===== config.mk =====
export PLATFORM = sky130hd
export DESIGN_NAME = irq_trig_ctrl
export DESIGN_NICKNAME = d
export VERILOG_FILES = /design/src/rtl/irq_trig_pkg.sv /design/src/rtl/trig_map_regs.sv /design/src/rtl/irq_sync_vec.sv /design/src/rtl/irq_line_sense.sv /design/src/rtl/irq_trig_ctrl.sv
export SDC_FILE = /design/constraint.sdc
export NUM_CORES = 1
export LEC_CHECK = 0
export CAP_MARGIN = 20
export CORE_MARGIN = 5
export CORE_UTILIZATION = 30
export CTS_CLUSTER_SIZE = 40
export DETAILED_ROUTE_END_ITERATION = 12
export SKIP_LAST_GASP = 1
export SYNTH_ARGS = -nofsm -noshare
export SYNTH_HDL_FRONTEND = slang
export SYNTH_SLANG_ARGS = --single-unit

===== constraint.sdc =====
create_clock -name clk -period 2.4 [get_ports clk]
set_input_delay 0.48 -clock clk [delete_from_list [all_inputs] [get_ports clk]]
set_output_delay 0.48 -clock clk [all_outputs]
set_load 0.03 [all_outputs]

===== src/rtl/irq_trig_pkg.sv =====
package irq_trig_pkg;

    typedef enum logic [1:0] {
        ST_EDGE_IDLE = 2'd0,
        ST_EDGE_PEND = 2'd1,
        ST_LEVEL     = 2'd2
    } sense_state_e;

endpackage


===== src/rtl/trig_map_regs.sv =====
module trig_map_regs #(
    parameter int                    NUM_LINES       = 16,
    parameter int                    ADDR_W          = 16,
    parameter logic [ADDR_W-1:0]     BASE_ADDR       = 16'h04D0,
    parameter logic [NUM_LINES-1:0]  FIXED_EDGE_MASK = 16'h2107
) (
    input  logic                 clk,
    input  logic                 rst_n,
    input  logic [ADDR_W-1:0]    io_addr,
    input  logic                 io_rd,
    input  logic                 io_wr,
    input  logic [7:0]           io_wdata,
    output logic [7:0]           io_rdata,
    output logic [NUM_LINES-1:0] mode_map
);
    localparam int NUM_BYTES = NUM_LINES / 8;

    logic [NUM_BYTES-1:0] rd_hit;

    for (genvar b = 0; b < NUM_BYTES; b++) begin : g_byte
        localparam logic [ADDR_W-1:0] BYTE_ADDR = BASE_ADDR + ADDR_W'(b);
        localparam logic [7:0]        WR_KEEP   = ~FIXED_EDGE_MASK[b*8 +: 8];

        logic [7:0] byte_q;

        always_ff @(posedge clk or negedge rst_n) begin
            if (!rst_n) begin
                byte_q <= '0;
            end else if (io_wr && (io_addr == BYTE_ADDR)) begin
                byte_q <= io_wdata & WR_KEEP;
            end
        end

        assign mode_map[b*8 +: 8] = byte_q;
        assign rd_hit[b]          = io_rd && (io_addr == BYTE_ADDR);
    end

    always_comb begin
        io_rdata = '0;
        for (int b = 0; b < NUM_BYTES; b++) begin
            if (rd_hit[b]) begin
                io_rdata = io_rdata | mode_map[b*8 +: 8];
            end
        end
    end

endmodule


===== src/rtl/irq_sync_vec.sv =====
module irq_sync_vec #(
    parameter int WIDTH  = 16,
    parameter int STAGES = 2
) (
    input  logic             clk,
    input  logic             rst_n,
    input  logic [WIDTH-1:0] async_in,
    output logic [WIDTH-1:0] sync_out
);
    logic [WIDTH-1:0] stage_q [STAGES];

    for (genvar s = 0; s < STAGES; s++) begin : g_stage
        always_ff @(posedge clk or negedge rst_n) begin
            if (!rst_n) begin
                stage_q[s] <= '0;
            end else if (s == 0) begin
                stage_q[s] <= async_in;
            end else begin
                stage_q[s] <= stage_q[(s > 0) ? s-1 : 0];
            end
        end
    end

    assign sync_out = stage_q[STAGES-1];

endmodule


===== src/rtl/irq_line_sense.sv =====
module irq_line_sense
    import irq_trig_pkg::*;
(
    input  logic clk,
    input  logic rst_n,
    input  logic mode_lvl,
    input  logic req_sync,
    input  logic eoi,
    output logic pend
);
    sense_state_e state_q;
    sense_state_e state_d;
    logic         req_prev_q;
    logic         rise;

    always_ff @(posedge clk or negedge rst_n) begin
        if (!rst_n) begin
            req_prev_q <= 1'b0;
        end else begin
            req_prev_q <= req_sync;
        end
    end

    assign rise = req_sync && !req_prev_q;

    always_comb begin
        state_d = state_q;
        unique case (state_q)
            ST_EDGE_IDLE: begin
                if (mode_lvl)  state_d = ST_LEVEL;
                else if (rise) state_d = ST_EDGE_PEND;
            end
            ST_EDGE_PEND: begin
                if (mode_lvl)           state_d = ST_LEVEL;
                else if (eoi && !rise)  state_d = ST_EDGE_IDLE;
            end
            ST_LEVEL: begin
                if (!mode_lvl) state_d = ST_EDGE_IDLE;
            end
            default: state_d = ST_EDGE_IDLE;
        endcase
    end

    always_ff @(posedge clk or negedge rst_n) begin
        if (!rst_n) begin
            state_q <= ST_EDGE_IDLE;
        end else begin
            state_q <= state_d;
        end
    end

    always_comb begin
        unique case (state_q)
            ST_EDGE_IDLE: pend = 1'b0;
            ST_EDGE_PEND: pend = 1'b1;
            ST_LEVEL:     pend = !req_sync;
            default:      pend = 1'b0;
        endcase
    end

endmodule


===== src/rtl/irq_trig_ctrl.sv =====
module irq_trig_ctrl #(
    parameter int                    NUM_LINES       = 16,
    parameter int                    ADDR_W          = 16,
    parameter logic [ADDR_W-1:0]     BASE_ADDR       = 16'h04D0,
    parameter logic [NUM_LINES-1:0]  FIXED_EDGE_MASK = 16'h2107,
    parameter int                    SYNC_STAGES     = 2
) (
    input  logic                 clk,
    input  logic                 rst_n,
    input  logic [ADDR_W-1:0]    io_addr,
    input  logic                 io_rd,
    input  logic                 io_wr,
    input  logic [7:0]           io_wdata,
    output logic [7:0]           io_rdata,
    input  logic [NUM_LINES-1:0] irq_in,
    input  logic [NUM_LINES-1:0] eoi,
    output logic [NUM_LINES-1:0] irq_pend
);
    logic [NUM_LINES-1:0] mode_map;
    logic [NUM_LINES-1:0] irq_sync;

    trig_map_regs #(
        .NUM_LINES       (NUM_LINES),
        .ADDR_W          (ADDR_W),
        .BASE_ADDR       (BASE_ADDR),
        .FIXED_EDGE_MASK (FIXED_EDGE_MASK)
    ) u_map (
        .clk      (clk),
        .rst_n    (rst_n),
        .io_addr  (io_addr),
        .io_rd    (io_rd),
        .io_wr    (io_wr),
        .io_wdata (io_wdata),
        .io_rdata (io_rdata),
        .mode_map (mode_map)
    );

    irq_sync_vec #(
        .WIDTH  (NUM_LINES),
        .STAGES (SYNC_STAGES)
    ) u_sync (
        .clk      (clk),
        .rst_n    (rst_n),
        .async_in (irq_in),
        .sync_out (irq_sync)
    );

    for (genvar i = 0; i < NUM_LINES; i++) begin : g_line
        irq_line_sense u_sense (
            .clk      (clk),
            .rst_n    (rst_n),
            .mode_lvl (mode_map[i]),
            .req_sync (irq_sync[i]),
            .eoi      (eoi[i]),
            .pend     (irq_pend[i])
        );
    end

endmodule


==> metrics.cfg, run 1 <==
[outcome]
status=finished with violations
violations=setup timing

[power]
vdd_drop_max_mv=0.389
pwr-share-clk=0.359
powerDensity_nw_per_um2=836
p_sw_uw=1310
switching_share=0.291
p_leak_uw=0.00257
pwr-share-seq=0.371
p_comb_frac=0.270
p_int_uw=3190

[sta]
setup_viol=6
rsz0062_at_grt=true
max_freq_mhz=401
worst_slew_pin_slew_ps=606
setup_slack_ps=-91.0
fin_tns_setup_ps=-364
timing.hold.ws_ps=138
finClkSkew_ps=4.42
timing.final.max_slew_violations=0
final_hold_viol_count=0
period_share=1.04
min_period_ps=2490
relSlewSlack=0.596

[layout]
diodes=0
regArea_um2=2150
syn2layout_area_growth_pct=35.2
multiInputGateArea_um2=1610
nFillCells=1268
layout.nets=499
drive_gt1_frac=0.170

[yosys]
yosysSeqAreaShare=0.541
syn_inst=319
yosysWarnings=0
synth_top_cell_by_area=dfrtp_1
ys_types=37
ys_top_cells_by_count=dfrtp_1 (86), inv_1 (34), ha_1 (33), nor2b_1 (22), nand2b_1 (20)
synthTopCellsByArea=dfrtp_1 (54%), ha_1 (10%), nor2b_1 (3.5%)
synth-edff-count=0
ys_ff_latch=86
synth_area_per_cell_um2=12.5
yosysMostFrequentCell=dfrtp_1
synth_nets=412
ys_async_sr_fraction=1.00
netlist_area_um2=3980
synth_top_area_frac=0.541
synthFlopType=dfrtp_1

[clocking]
cts-htree-levels=3
cts_sinks=86
cts_tree=done
clk-insertion-delay-late_ps=340
cts_buffer_depth=2
root_buffer=clkbuf_16
path_clk_slew_ps=60
cts_inserted_buffers=9

[global_routing]
antenna_found_initial=0
grt_max_degree=44
grt_pass1_vias=2813
grt_use_total=0.113
grt_pass1_wl_um=13900
grt.overflow.total=0

[worst_setup_path]
start_kind=input port
crit_start=io_addr[11]
path_cells=buf_6 > or4b_4 > nor4_4 > and4_4 > buf_6 > a22o_1 > buf_12
critical_path_class=input port to output pin
cpPeakStageDelay_ps=590
cpMostUsedCell=buf_6
cp_num_buf_inv=3
crit_family=simple AND/OR/NAND/NOR gates
critPathArrivalTime_ps=2010
crit_slowest_cell=or4b_4
required_ps=1920
reg2reg_from=g_line[9].u_sense.state_q[1]
crit_path_max_fanout=4
cp-end-kind=output pin

[floorplan]
initial_core_util=0.303
fp-row-count=42
die_width_um=125
core-area_um2=13100
io_pins=84
dieArea_um2=15700
die-height_um=125

[drt]
viasPerCell=4.37
drc_errors=0
wirelength_um=8270
ant_nets=0
drtIter0Drc=74
vias=2565
wire_per_inst_um=14.1
drtPass1Iterations=4

[hold_path]
worstHoldPathType=input port to asynchronous set/reset pin

[placement]
dp_hpwl_um=6170
io_buffers=81
dpl_worst_slack_ps=-451
finalWeightedCongestion=0.758

[run]
drv_cap=0

registers in the layout, indices dropped and copies added (netlist names):
signal / flops
g_line.u_sense.req_prev_q: 16
u_sync.sync_out: 16
g_line.u_sense.state_q: 27
u_sync.stage_q: 16
u_map.g_byte.byte_q: 11
cell usage in the layout, fill, tap and decap left out, types with 2 or more instances in the layout:
| cell type | count |
|---|---|
| a21bo_1 | 8 |
| a21oi_1 | 17 |
| a221oi_1 | 2 |
| a22o_1 | 4 |
| and2_4 | 3 |
| and4_4 | 2 |
| buf_12 | 3 |
| buf_2 | 2 |
| buf_4 | 12 |
| buf_6 | 7 |
| bufinv_16 | 3 |
| clkbuf_16 | 9 |
| clkdlybuf4s50_1 | 51 |
| clkinv_2 | 2 |
| dfrtp_1 | 86 |
| dlygate4sd2_1 | 17 |
| ha_1 | 33 |
| inv_1 | 33 |
| mux2_1 | 5 |
| mux2_2 | 8 |
| mux2_4 | 6 |
| mux2i_1 | 8 |
| nand2_1 | 2 |
| nand2b_1 | 20 |
| nor2b_1 | 22 |
| nor4_4 | 3 |
| o21a_1 | 11 |
| o21ai_0 | 2 |
| o22ai_1 | 5 |
| o31ai_1 | 4 |
| or4b_1 | 2 |
final timing paths:
path                                                end  slack, ps  cells after the start
max reg2reg                g_line[9].u_sense.state_q[0]       1010                      5
min in group clk                    u_sync.sync_out[13]        350                      0
min reg2reg                         u_sync.sync_out[13]        350                      0
max in group asynchronous  g_line[3].u_sense.req_prev_q       1660                      2
min                                  u_sync.stage_q[21]        140                      1
max                                         io_rdata[7]        -90                      7
power by group through the flow:
stage               clock [uW]  combinational [uW]  sequential (uW)
global route              1740                1360             1690
global placement             0                1230             1690
CTS                       1680                1230             1670
finish                    1610                1220             1670
floorplan                    0                 960             1670
detailed placement           0                1280             1690
what timing repair did:
item                                   4_1_cts  5_1_grt
setup endpoints to repair                   18        7
endpoints found under the hold margin        0        0
pin swaps                                   11        5
cloned                                       0        0
buffers inserted                             1        0
hold buffers                                 0        0
gates resized for setup                     46        5
per-stage QoR:
step	total power (uW)	instance area, um^2	cells	util
final	4500	5380	587	0.410
after global routing	4780	5380	587	0.410
after CTS	4580	5370	587	0.408
after detailed placement	2970	4980	570	0.379
after global placement	2920	4980	570	0.379
after floorplan	2630	3980	319	-
area by class of cell:
type,instances,share of cell area
clock buffer,10,0.0444
clock inverter,6,0.0202
inverter,35,0.0246
timing repair buffer,94,0.170
sequential,86,0.400
tap,176,0.0409
multi-input combinational,180,0.300
routing by layer:
metal,GRT usage,vias to the layer above,wire length [um]
li1,-,1241,-
met1,0.134,1245,3660
met2,0.187,68,4030
met3,0.0439,11,443
met4,0.0421,0,137
met5,0,-,0
worst register-to-register path, delay by kind of cell (launching register included):
kind | cells | cell delay, ps
muxes | 1 | 220
AOI/OAI and AO/OA | 2 | 450
buffers and inverters | 1 | 90
adders and majority gates | 1 | 160
DFF | 1 | 400
cell families (layout without fill, tap and decap cells):
kind of cell / after synthesis / after routing / share of synthesized area
flip-flops: 86 / 86 / 0.541
AND/OR/NAND/NOR: 61 / 61 / 0.104
AO/OA/AOI/OAI: 58 / 58 / 0.102
buffers and inverters: 53 / 145 / 0.0682
adder cells (fa/ha/maj): 33 / 33 / 0.104
multiplexers: 27 / 27 / 0.0795
other: 1 / 1 / 0.000942
Note: power is estimated with default switching activity, not from simulation.
==> run 2: changes to the inputs <==
Settings changed: CORE_ASPECT_RATIO from default to 0.7, TNS_END_PERCENT from default to 10.
==> metrics.cfg, run 2 (same netlist as run 1, synthesis figures left out) <==
[layout]
nFillCells=1242
largest_register_ffs=27
syn2layout_area_growth_pct=33.0
layout.nets=498
final_common_cell=dfrtp_1
drive_gt1_frac=0.154
mostFrequentLayoutCells=dfrtp_1 (86), clkdlybuf4s50_1 (64), inv_1 (34), ha_1 (33), nor2b_1 (22)
top_register=g_line.u_sense.state_q
final_area_um2=5300
diodes=0

[clocking]
cts_sinks=86
cts-hold-fix-buffers=0
post_cts_buffers=0
clk-insertion-delay-late_ps=330
cts_inserted_buffers=9
cts_tree=done
cts_buffer_depth=2
cts-htree-levels=3
path_clk_slew_ps=60
root_buffer=clkbuf_16

[global_routing]
grt_pass1_wl_um=13100
antenna_found_initial=0
grt_max_degree=49
grt_pass1_vias=2731
grt.overflow.total=0
grt_use_total=0.106

[placement]
io_buffers=81
dpl_worst_slack_ps=-489
place_area_um2=4950
dp_hpwl_um=5990
finalWeightedCongestion=0.730

[drt]
maxUsedRoutingLayer=met4
wirelength_um=7740
drc_errors=0
dr_wl_met2_um=3440
wire_per_inst_um=13.4
met3_wirelength_um=519
drtPass1Iterations=3
vias=2535
wl_met1_um=3700
drtIter0Drc=97
ant_nets=0
viasPerCell=4.40

[power]
pwr-share-seq=0.386
vdd_drop_max_mv=0.390
p_sw_uw=1280
p_leak_uw=0.00250
pwr-share-clk=0.319
p_comb_frac=0.295
powerDensity_nw_per_um2=816
switching_share=0.297
p_int_uw=3040

[hold_path]
worstHoldPathType=input port to asynchronous set/reset pin

[sta]
finClkSkew_ps=5.88
max_freq_mhz=411
relSlewSlack=0.647
worst_slew_pin_slew_ps=529
setup_slack_ps=-31.2
timing.final.max_slew_violations=0
rsz0062_at_grt=true
min_period_ps=2430
period_share=1.01
final_hold_viol_count=0
setup_viol=9

[run]
drv_cap=0

[worst_setup_path]
rr_worst_depth=5
cp-end-kind=output pin
reg2reg_from=g_line[5].u_sense.state_q[1]
critPathArrivalTime_ps=1950
critical_path_class=input port to output pin
r2r_slack_ps=1010
crit_path_max_fanout=3
crit_start=io_addr[6]
crit_end=io_rdata[5]
start_kind=input port
rr_endpoint=g_line[5].u_sense.state_q[0]
required_ps=1920

[floorplan]
io_pins=84
initial_core_util=0.304
core-area_um2=13100
die-height_um=106
dieArea_um2=15700
fp-row-count=35
die_width_um=148

[outcome]
violations=setup timing
status=finished with violations

-- run 2: changes by cell type in the layout (fill, tap and decap cells not counted), sizes merged --
cell and change:
clkdlybuf4s15 +1, bufinv -2, dlygate4sd2 -13, clkinvlp +1
buf -1, clkbuf -1, clkdlybuf4s50 +13, clkinv +1
-- run 2: area by class of cell --
cell class                 instances  area [um^2]  share of cell area
clock inverter                     6         61.3              0.0116
sequential                        86         2150               0.406
timing repair buffer              93          910               0.172
clock buffer                      10          239              0.0451
multi-input combinational        180         1590               0.301
tap                              166          208              0.0392
inverter                          35          133              0.0250
-- run 2: worst min path at each step --
stage                                   endpoint  cells past startpoint
floorplan           g_line[0].u_sense.req_prev_q                      0
global placement              u_sync.sync_out[6]                      0
detailed placement           u_sync.sync_out[14]                      0
CTS                           u_sync.stage_q[20]                      1
global route                  u_sync.stage_q[20]                      1
finish                        u_sync.stage_q[20]                      1
-- run 2: metrics by stage --
stage / util / cells / power (uW) / hold slack (ps) / TNS, ps
after floorplan: - / 319 / 2630 / 184 / 0
after global placement: 0.378 / 560 / 2920 / 332 / -4490
after detailed placement: 0.378 / 560 / 2980 / 335 / -4880
after CTS: 0.404 / 576 / 4400 / 134 / -520
after global routing: 0.404 / 576 / 4590 / 166 / -1980
final: 0.404 / 576 / 4320 / 118 / -137
-- run 2: repair_timing --
item	4_1_cts	5_1_grt
gates resized for setup	26	1
endpoints found under the setup margin	15	18
pin swaps	8	0
-- run 2: worst max-delay path: stages --
cell             delay, ps
clkdlybuf4s50_1        480
nand2_1                100
nor4_2                 210
and4_4                 260
buf_6                  100
and2_1                 170
buf_6                  150
-- run 2: power groups by stage --
stage / Clock (uW) / Sequential (uW) / Combinational [uW]
floorplan: 0 / 1670 / 960
global placement: 0 / 1690 / 1240
detailed placement: 0 / 1690 / 1290
CTS: 1440 / 1670 / 1300
global route: 1500 / 1680 / 1410
finish: 1380 / 1670 / 1280
-- run 2: metal layers --
layer / GRT usage / vias up
li1: - / 1229
met1: 0.139 / 1232
met2: 0.161 / 65
met3: 0.0430 / 9
met4: 0.0299 / 0
met5: 0 / -
